<file path="src/rtl/gpio_alias_pkg.sv">
package gpio_alias_pkg;
  localparam int unsigned NPORT_D = 6;
  localparam int unsigned PW_D    = 16;
  localparam logic [NPORT_D*PW_D-1:0] IMPL_D = 96'h00FF_3FFF_FFFF_FFFF_FFFF_FFFF;

  typedef enum logic [2:0] {
    ACC_NONE,
    ACC_OUT,
    ACC_MSK,
    ACC_IN,
    ACC_ALIAS
  } acc_e;
endpackage

</file>
<file path="src/rtl/gpio_addr_dec.sv">
module gpio_addr_dec
  import gpio_alias_pkg::*;
#(
  parameter int unsigned NPORT = NPORT_D,
  parameter int unsigned AW    = 12
) (
  input  logic [AW-1:0] addr_i,
  output acc_e          kind_o,
  output logic [2:0]    port_o,
  output logic [3:0]    pin_o
);
  always_comb begin
    kind_o = ACC_NONE;
    port_o = addr_i[8:6];
    pin_o  = addr_i[5:2];
    if (addr_i[AW-1:10] == '0 && 32'(addr_i[8:6]) < NPORT) begin
      if (addr_i[9]) begin
        kind_o = ACC_ALIAS;
      end else begin
        case (addr_i[5:2])
          4'd0:    kind_o = ACC_OUT;
          4'd1:    kind_o = ACC_MSK;
          4'd2:    kind_o = ACC_IN;
          default: kind_o = ACC_NONE;
        endcase
      end
    end
  end
endmodule

</file>
<file path="src/rtl/gpio_port_regs.sv">
module gpio_port_regs #(
  parameter int unsigned   PW     = 16,
  parameter logic [PW-1:0] IMPL_P = '1,
  localparam int unsigned  PINB   = $clog2(PW)
) (
  input  logic            clk_i,
  input  logic            rst_ni,
  input  logic            out_we_i,
  input  logic            msk_we_i,
  input  logic            alias_we_i,
  input  logic [PINB-1:0] pin_sel_i,
  input  logic [PW-1:0]   wdata_i,
  input  logic [PW-1:0]   pin_i,
  output logic [PW-1:0]   out_o,
  output logic [PW-1:0]   msk_o,
  output logic [PW-1:0]   in_o
);
  logic [PW-1:0] out_q, msk_q, sync1_q, sync2_q;

  always_ff @(posedge clk_i or negedge rst_ni) begin
    if (!rst_ni) begin
      out_q <= '0;
      msk_q <= '0;
    end else begin
      if (out_we_i)
        out_q <= ((out_q & msk_q) | (wdata_i & ~msk_q)) & IMPL_P;
      else if (alias_we_i && IMPL_P[pin_sel_i])
        out_q[pin_sel_i] <= wdata_i[0];  // mask deliberately bypassed
      if (msk_we_i)
        msk_q <= wdata_i & IMPL_P;
    end
  end

  always_ff @(posedge clk_i or negedge rst_ni) begin
    if (!rst_ni) begin
      sync1_q <= '0;
      sync2_q <= '0;
    end else begin
      sync1_q <= pin_i;
      sync2_q <= sync1_q;
    end
  end

  assign out_o = out_q;
  assign msk_o = msk_q;
  assign in_o  = sync2_q & IMPL_P;
endmodule

</file>
<file path="src/rtl/gpio_alias_bank.sv">
module gpio_alias_bank
  import gpio_alias_pkg::*;
#(
  parameter int unsigned            NPORT = NPORT_D,
  parameter int unsigned            PW    = PW_D,
  parameter int unsigned            AW    = 12,
  parameter int unsigned            DW    = 32,
  parameter logic [NPORT*PW-1:0]    IMPL  = IMPL_D,
  localparam int unsigned           NPIN  = NPORT * PW
) (
  input  logic            clk_i,
  input  logic            rst_ni,
  input  logic [AW-1:0]   bus_addr_i,
  input  logic [DW-1:0]   bus_wdata_i,
  input  logic            bus_we_i,
  input  logic            bus_re_i,
  output logic [DW-1:0]   bus_rdata_o,
  input  logic [NPIN-1:0] pin_i,
  output logic [NPIN-1:0] pin_o
);
  acc_e       kind;
  logic [2:0] port;
  logic [3:0] pin;

  gpio_addr_dec #(.NPORT(NPORT), .AW(AW)) u_dec (
    .addr_i (bus_addr_i),
    .kind_o (kind),
    .port_o (port),
    .pin_o  (pin)
  );

  logic [PW-1:0] out_a [NPORT];
  logic [PW-1:0] msk_a [NPORT];
  logic [PW-1:0] in_a  [NPORT];

  for (genvar p = 0; p < NPORT; p++) begin : g_port
    logic sel;
    assign sel = bus_we_i && (32'(port) == p);

    gpio_port_regs #(.PW(PW), .IMPL_P(IMPL[p*PW +: PW])) u_regs (
      .clk_i      (clk_i),
      .rst_ni     (rst_ni),
      .out_we_i   (sel && kind == ACC_OUT),
      .msk_we_i   (sel && kind == ACC_MSK),
      .alias_we_i (sel && kind == ACC_ALIAS),
      .pin_sel_i  (pin),
      .wdata_i    (bus_wdata_i[PW-1:0]),
      .pin_i      (pin_i[p*PW +: PW]),
      .out_o      (out_a[p]),
      .msk_o      (msk_a[p]),
      .in_o       (in_a[p])
    );

    assign pin_o[p*PW +: PW] = out_a[p];
  end

  logic [DW-1:0] rd_d;
  always_comb begin
    rd_d = '0;
    for (int p = 0; p < NPORT; p++) begin
      if (32'(port) == p) begin
        case (kind)
          ACC_OUT:   rd_d[PW-1:0] = out_a[p];
          ACC_MSK:   rd_d[PW-1:0] = msk_a[p];
          ACC_IN:    rd_d[PW-1:0] = in_a[p];
          ACC_ALIAS: rd_d[0]      = in_a[p][pin];
          default:   rd_d         = '0;
        endcase
      end
    end
  end

  always_ff @(posedge clk_i or negedge rst_ni) begin
    if (!rst_ni) bus_rdata_o <= '0;
    else         bus_rdata_o <= bus_re_i ? rd_d : '0;
  end
endmodule

</file>
<file path="config.mk">
export PLATFORM = sky130hd
export DESIGN_NAME = gpio_alias_bank
export DESIGN_NICKNAME = d
export VERILOG_FILES = /design/src/rtl/gpio_alias_pkg.sv /design/src/rtl/gpio_addr_dec.sv /design/src/rtl/gpio_port_regs.sv /design/src/rtl/gpio_alias_bank.sv
export SDC_FILE = /design/constraint.sdc
export NUM_CORES = 1
export LEC_CHECK = 0
export BUFFER_PORTS_ARGS = -buffer_cell sky130_fd_sc_hd__buf_2
export CORE_MARGIN = 2
export CORE_UTILIZATION = 50
export DETAILED_ROUTE_END_ITERATION = 7
export MAX_ROUTING_LAYER = met4
export PLACE_DENSITY = 0.83
export REMOVE_ABC_BUFFERS = 1
export SETUP_SLACK_MARGIN = 0.02
export SYNTH_ARGS = -nofsm -noshare
export SYNTH_HDL_FRONTEND = slang
export SYNTH_SLANG_ARGS = --single-unit
</file>
<file path="constraint.sdc">
create_clock -name clk_i -period 2.4 [get_ports clk_i]
set_input_delay 0.36 -clock clk_i [delete_from_list [all_inputs] [get_ports clk_i]]
set_output_delay 0.36 -clock clk_i [all_outputs]
set_load 0.05 [all_outputs]
</file>
Yosys cells after proc, flatten, opt, wreduce, memory -nomap -nowiden
Memory sizes are Yosys's and may differ from the RTL's.
Index checks and enable logic that the tools add are counted.
- word-level logic and storage cells: 169
- memory bits (read-only): 48
- output and inout bits: 128
- register bits: 386
- memories kept: 3
- input bits: 144
- memory list (name ; words ; width ; read ports ; clocked after memory_dff ; wr ports ; RTL line ; RTL):
    (name not given) ; 16 ; 1 ; 1 ; 0 ; 0 ; gpio_port_regs.sv:27 ; else if (alias_we_i && IMPL_P[pin_sel_i])
    (name not given) ; 16 ; 1 ; 1 ; 0 ; 0 ; gpio_port_regs.sv:27 ;
    (name not given) ; 16 ; 1 ; 1 ; 0 ; 0 ; gpio_port_regs.sv:27 ;
- magnitude comparators: 3
- bitwise logic cells: 24
- eq/ne operators: 11
- reductions and logical operators: 42
- multiplexer cells: 61
- operator list (operator ; count):
    $pmux W15 S4 ; 5
    $mux W16 ; 18
    $mux W32 ; 5
    $and A16 B16 Y16 ; 8
    $bwmux W16 ; 6
    $not A16 Y16 ; 4
    $or A16 B16 Y16 ; 4
    $pmux W15 S3 ; 1
    $logic_and A1 B1 Y1 ; 32
    $and A14 B14 Y14 ; 2
    $bmux W1 S4 ; 6
    $pmux W1 S4 ; 6
    $and A8 B8 Y8 ; 2
    $not A14 Y14 ; 1
    $or A14 B14 Y14 ; 1
    $eq A3 B2 Y1 const B ; 4
    $reduce_bool A2 Y1 ; 6
    $mux W1 ; 10
    $eq A3 B3 Y1 const B ; 3
    $not A8 Y8 ; 1
    $or A8 B8 Y8 ; 1
    $eq A3 B1 Y1 const B ; 2
    $mux W3 ; 2
    $pmux W2 S3 ; 1
    other kinds (10) ; 10

Depth between registers and ports, before layout
- depth after elaboration: 18
- depth in mapped cells: 11
- mapped depth without buffers: 6

Hierarchy
Synthesis repeated with hierarchy kept, for this count alone.
- cells, all modules: 1531
- area total of the unflattened synthesis: 18027.3 um^2
- by module, submodules not included (module ; seq. area each (um^2) ; cells an instance ; times used ; area each (um^2)):
    gpio_port_regs at g_port[0].u_regs ... ; 1601.5 ; 185 ; 4 ; 2471.1
    gpio_alias_bank ; 400.4 ; 477 ; 1 ; 4107.7
    gpio_port_regs at g_port[4].u_regs ; 1451.4 ; 172 ; 1 ; 2292.2
    gpio_port_regs at g_port[5].u_regs ; 1001.0 ; 129 ; 1 ; 1639.1
    gpio_addr_dec ; 0.0 ; 13 ; 1 ; 103.8

Least setup slack after synthesis
OpenSTA, ideal clock, no wires.
- path type: input to register
- from: input bus_addr_i[4]
- to: register with a tool-made name
- path buffers: 2
- library setup time: 0.125 ns
- required time: 2.275 ns
- stages: 7
- path slack: 0.162 ns
- data arrival time: 2.113 ns
- cell sequence: buf_2 > or4_4 > nor2_8 > nand2_4 > buf_2 > a221oi_2 > mux2_2
- RTL lines (what ; RTL line ; RTL):
    start: declaration ; gpio_alias_bank.sv:13 ; input logic [AW-1:0] bus_addr_i,

Final worst setup path
- from: input bus_addr_i[2]
- to: register bus_rdata_o[0]
- cells in the longest elaborated chain, start to end: 13
- elaborated cells on any way between the ends: 35
- those cells by class: 6 x eq/ne; 28 x mux; 1 x reduce/logical
- RTL lines (what ; RTL line ; RTL):
    $eq A4 B2 Y1 (tied with other cells) ; gpio_addr_dec.sv:20 ; case (addr_i[5:2])
    $pmux W2 S3 ; gpio_addr_dec.sv:20 ;
    $mux W3 ; gpio_addr_dec.sv:17 ; if (addr_i[9]) begin
    $mux W3 ; gpio_addr_dec.sv:16 ; if (addr_i[AW-1:10] == '0 && 32'(addr_i[8:6]) < NPORT) begin
    $eq A3 B3 Y1 (tied with other cells) ; gpio_alias_bank.sv:62 ; case (kind)
    $pmux W1 S4 ; gpio_alias_bank.sv:62 ;
    $mux W16 (2 in series) ; gpio_alias_bank.sv:61 ; if (32'(port) == p) begin
    $mux W32 (3 in series) ; gpio_alias_bank.sv:61 ;
    $mux W32 (*) ; gpio_alias_bank.sv:61 ;
    $mux W32 (*) ; gpio_alias_bank.sv:75 ; else bus_rdata_o <= bus_re_i ? rd_d : '0;
    end signal: assignment ; gpio_alias_bank.sv:75 ;
    end: declaration ; gpio_alias_bank.sv:17 ; output logic [DW-1:0] bus_rdata_o,
Mark *: on every way between the ends. The rest lies on a longest branch, timed or not. The select of a mux whose other input is x is not followed.
A chain may end at the register's enable or synchronous reset.

==> results by group <==
CTS
  • Clk root buf: clkbuf_16
  • Resized cells post-CTS: 0
  • Htree depth: 2
  • TritonCTS buffer count: 39
  • CTS tree: done
  • Worst skew pair latency: approximately 0.57 ns
  • Reg clk slew, reported paths: roughly 0.070 ns
  • Num Clock Sinks: between 300 and 400
  • Clk buf depth: 3

Setup path
  • Critical path capture point type: register
  • CP required: 2.85 ns
  • Crit path max fanout: 10
  • Crit path DAT: between 2 and 3 ns
  • Reg2reg end: bus_rdata_o[0]$_DFF_PN0_
  • R2R Setup Slk: 0.32 ns
  • R2R depth: 5
  • Worst setup SP type: input pin
  • Crit Reg-Reg Startpoint: g_port[0].u_regs.in_o[11]$_DFF_PN0_
  • Setup CP Type: in -> reg

Worst hold path
  • Hold Path End: g_port[5].u_regs.msk_o[1]$_DFFE_PN0P_
  • Hold Path Class: in -> reg
  • WHS Path Cells: 2
  • Min-Delay Startpoint: bus_wdata_i[1]

STA
  • Clk_skew: about 0.024 ns
  • Post-route setup slack: 0.277 ns
  • Tmin final: between 2 and 2.5 ns
  • Final Cycle Share: 88.4%
  • RSZ-0062 raised after global routing: no
  • TNS Setup: 0 ns
  • Worst hold margin: slightly above 0.07 ns
  • Fmax: around 0.47 GHz
  • Tightest Pin Transition: between 0.9 and 1 ns
  • Final setup fails: 0
  • Worst rel slew slack: 37.3%
  • Fin. max-slew vios: 0
  • Hold Vio Cnt, Final: 0

Global route
  • Initial antenna violation count: 2
  • GRT Total Usage: between 30% and 40%
  • First-pass GRT wire length: about 95 mm
  • Grt ovf: 0
  • Pin count of the biggest net entering global routing: between 60 and 70
  • Number of global-route vias before repair: roughly 15000

Yosys
  • Yosys Warn Count: 0
  • Top cells by area, synth: dfrtp_1, mux2_2, o21ai_0
  • Unique masters post-synth: 73
  • Mux cell area share after synthesis: between 10% and 20%
  • Seq/Total Area, Yosys: 54.3%
  • Register bit total from synthesis: 370
  • Area share of the largest cell type after synthesis: 54.3%
  • Cells after synthesis: 1499
  • Async SR Flop Fraction: 100%
  • Largest family of logic cells by synthesized area: compound AO/OA/AOI/OAI gates
  • Complex-gate fraction of the synthesized area: 15.6%
  • Number of synthesized flops with an enable pin: 0
  • Syn_area_per_cell: 11.4 sq um
  • Post-synth top flop: dfrtp_1
  • Simple-Gate Fraction of Synth Area: between 10% and 20%
  • Mapped cell area: 17000 sq um
  • XOR/XNOR Fraction of Synth Area: 0%
  • Largest area contributor in the netlist: dfrtp_1
  • Adder-cell area share of the yosys netlist: 0%

Outcome
  • Status: finished clean

Floorplan
  • Die Wd: 189 microns
  • Die Area: roughly 36000 sq um
  • Core area: 33500 sq um
  • Num rows: 67
  • Die Y: around 190 microns
  • Initial Util: 50.8%
  • Top Ports: between 200 and 300

Detailed routing
  • Vias: 15300
  • Routed Antenna Nets: 0
  • Residual DRC: 0
  • Wire length per cell: about 26 microns
  • 1st-iter DRT viols: ~1800
  • Via density: approximately 6.3
  • Final wirelength: 63.7 mm
  • DRT Pass-1 Iters: 6

Placed design
  • Port Buffer Count: about 230
  • Hpwl dp: around 45 mm
  • Placed cell area: roughly 20000 sq um
  • Gp weighted congestion: slightly above 1
  • Setup Slack @ Placement: -0.184 ns

Layout
  • Area growth, synth to finish: 30.4%
  • Cell area after layout: 22200 sq um
  • FILL cells: 2558
  • Layout cells sized above 1: 34.3%
  • Final nets: approximately 2100

Power and ir drop
  • VDD IR-drop max: a little under 0.0007 V
  • PwrDens: ~640 nW/um^2
  • P_leak: approximately 11 nW

Run
  • Max-cap violations: 0
## worst max path at each step
stage / startpoint / to / slack [ns] / cells after the start
floorplan: bus_addr_i[8] / g_port[0].u_regs.msk_o[0]$_DFFE_PN0P_ / -0.59 / 5
global placement: bus_addr_i[2] / bus_rdata_o[0]$_DFF_PN0_ / -0.17 / 9
detailed placement: bus_addr_i[2] / bus_rdata_o[0]$_DFF_PN0_ / -0.18 / 9
CTS: g_port[0].u_regs.in_o[11]$_DFF_PN0_ / bus_rdata_o[0]$_DFF_PN0_ / 0.37 / 5
global route: g_port[2].u_regs.in_o[7]$_DFF_PN0_ / bus_rdata_o[0]$_DFF_PN0_ / 0.21 / 7
finish: bus_addr_i[2] / bus_rdata_o[0]$_DFF_PN0_ / 0.28 / 9
## report_power, final
group / switching [W] / total, W / leakage, nW / internal (W)
Combinational: 0.000860 / 0.00141 / 5.13 / 0.000550
Sequential: 0.000150 / 0.00658 / 4.76 / 0.00643
Clock: 0.00266 / 0.00629 / 0.648 / 0.00363
## metrics by stage
| step | instances | utilization (%) | total power [W] |
|---|---|---|---|
| 2_1_floorplan | 1394 | - | 0.00712 |
| 3_3_place_gp | 2273 | 59.7 | 0.00792 |
| 3_5_place_dp | 2273 | 59.7 | 0.00795 |
| 4_1_cts | 2430 | 66.3 | 0.0142 |
| 5_1_grt | 2432 | 66.3 | 0.0146 |
| 6_report | 2433 | 66.3 | 0.0143 |
## cells by family after synthesis
logic type / count (synthesis)
AOI/OAI and AO/OA: 415
buffers and inverters: 130
DFF: 370
muxes: 211
other: 1
and+or+nand+nor: 372
## Yosys cell counts, types with 8 or more instances
cell	number
a221oi_1	13
clkbuf_1	49
mux2i_1	68
mux2_2	126
and2_1	21
o21ai_0	165
nand2_1	124
a22oi_1	17
buf_4	29
buf_6	8
nand2_2	9
nand4b_1	23
inv_1	9
nand3_1	22
o22ai_1	25
dfrtp_1	370
a41oi_1	24
a211oi_1	20
mux4_2	15
a31oi_1	10
nand2b_1	51
buf_2	32
a21oi_1	75
nor2_1	83
## layer usage
layer / global-route usage [%] / part of all wire [%] / vias up / routed length, microns
li1: - / - / 6368 / -
met1: 46.9 / 38 / 7557 / 24200
met2: 55.5 / 45 / 1143 / 28600
met3: 7.75 / 11 / 279 / 6790
met4: 20.8 / 6.5 / 0 / 4110
met5: - / 0 / - / 0
## critical path, stage by stage
cell and delay (ns):
buf_2 0.19, buf_4 0.22, buf_4 0.16, nor2b_1 0.50, a222oi_1 0.23, o21ai_0 0.21, o311ai_1 0.12, o31a_1 0.27
a2111oi_2 0.29
## what timing repair did
| item | CTS | global route |
|---|---|---|
| endpoints found under the setup margin | 0 | 0 |
| endpoints found under the hold margin | 142 | 0 |
| setup buffers | 0 | 0 |
| hold buffers | 87 | 0 |
## cell type report
type / instances / area, sq um / area share, %
Antenna cell: 3 / 7.51 / 0.0338
Clock buffer: 51 / 1110 / 5.00
Clock inverter: 19 / 215 / 0.968
Inverter: 10 / 37.5 / 0.169
Multi-Input combinational cell: 1014 / 7160 / 32.2
Sequential cell: 370 / 9260 / 41.7
Tap cell: 448 / 561 / 2.52
Timing Repair Buffer: 518 / 3880 / 17.4
## cells in the final DEF (no fill, tap or decap), types with 6 or more instances in the layout
cell           Yosys  final
a31oi_1           10     10
clkbuf_16          0     40
a211oi_1          20     20
buf_4             29    179
a222oi_1           7      7
nand2b_1          51     51
mux2i_1           68     68
o21ai_0          165    165
nand4b_1          23     23
nand2_1          124    124
nand2_2            9      9
inv_1              9      9
clkbuf_8           0      7
a22o_1             7      7
a221oi_1          13     13
nor2_1            83     80
o31a_1             6      6
dfrtp_1          370    370
a22oi_1           17     17
mux4_2            15     15
mux2_2           126    126
dlygate4sd3_1      0     87
conb_1             1     16
buf_2             32    225
and2_1            21     21
a41oi_1           24     24
nand3_1           22     22
a21oi_1           75     75
buf_12             0     26
o22ai_1           25     25
nor3_1             7      6
o31ai_1            6      6
Power figures use the tool's default switching activity.
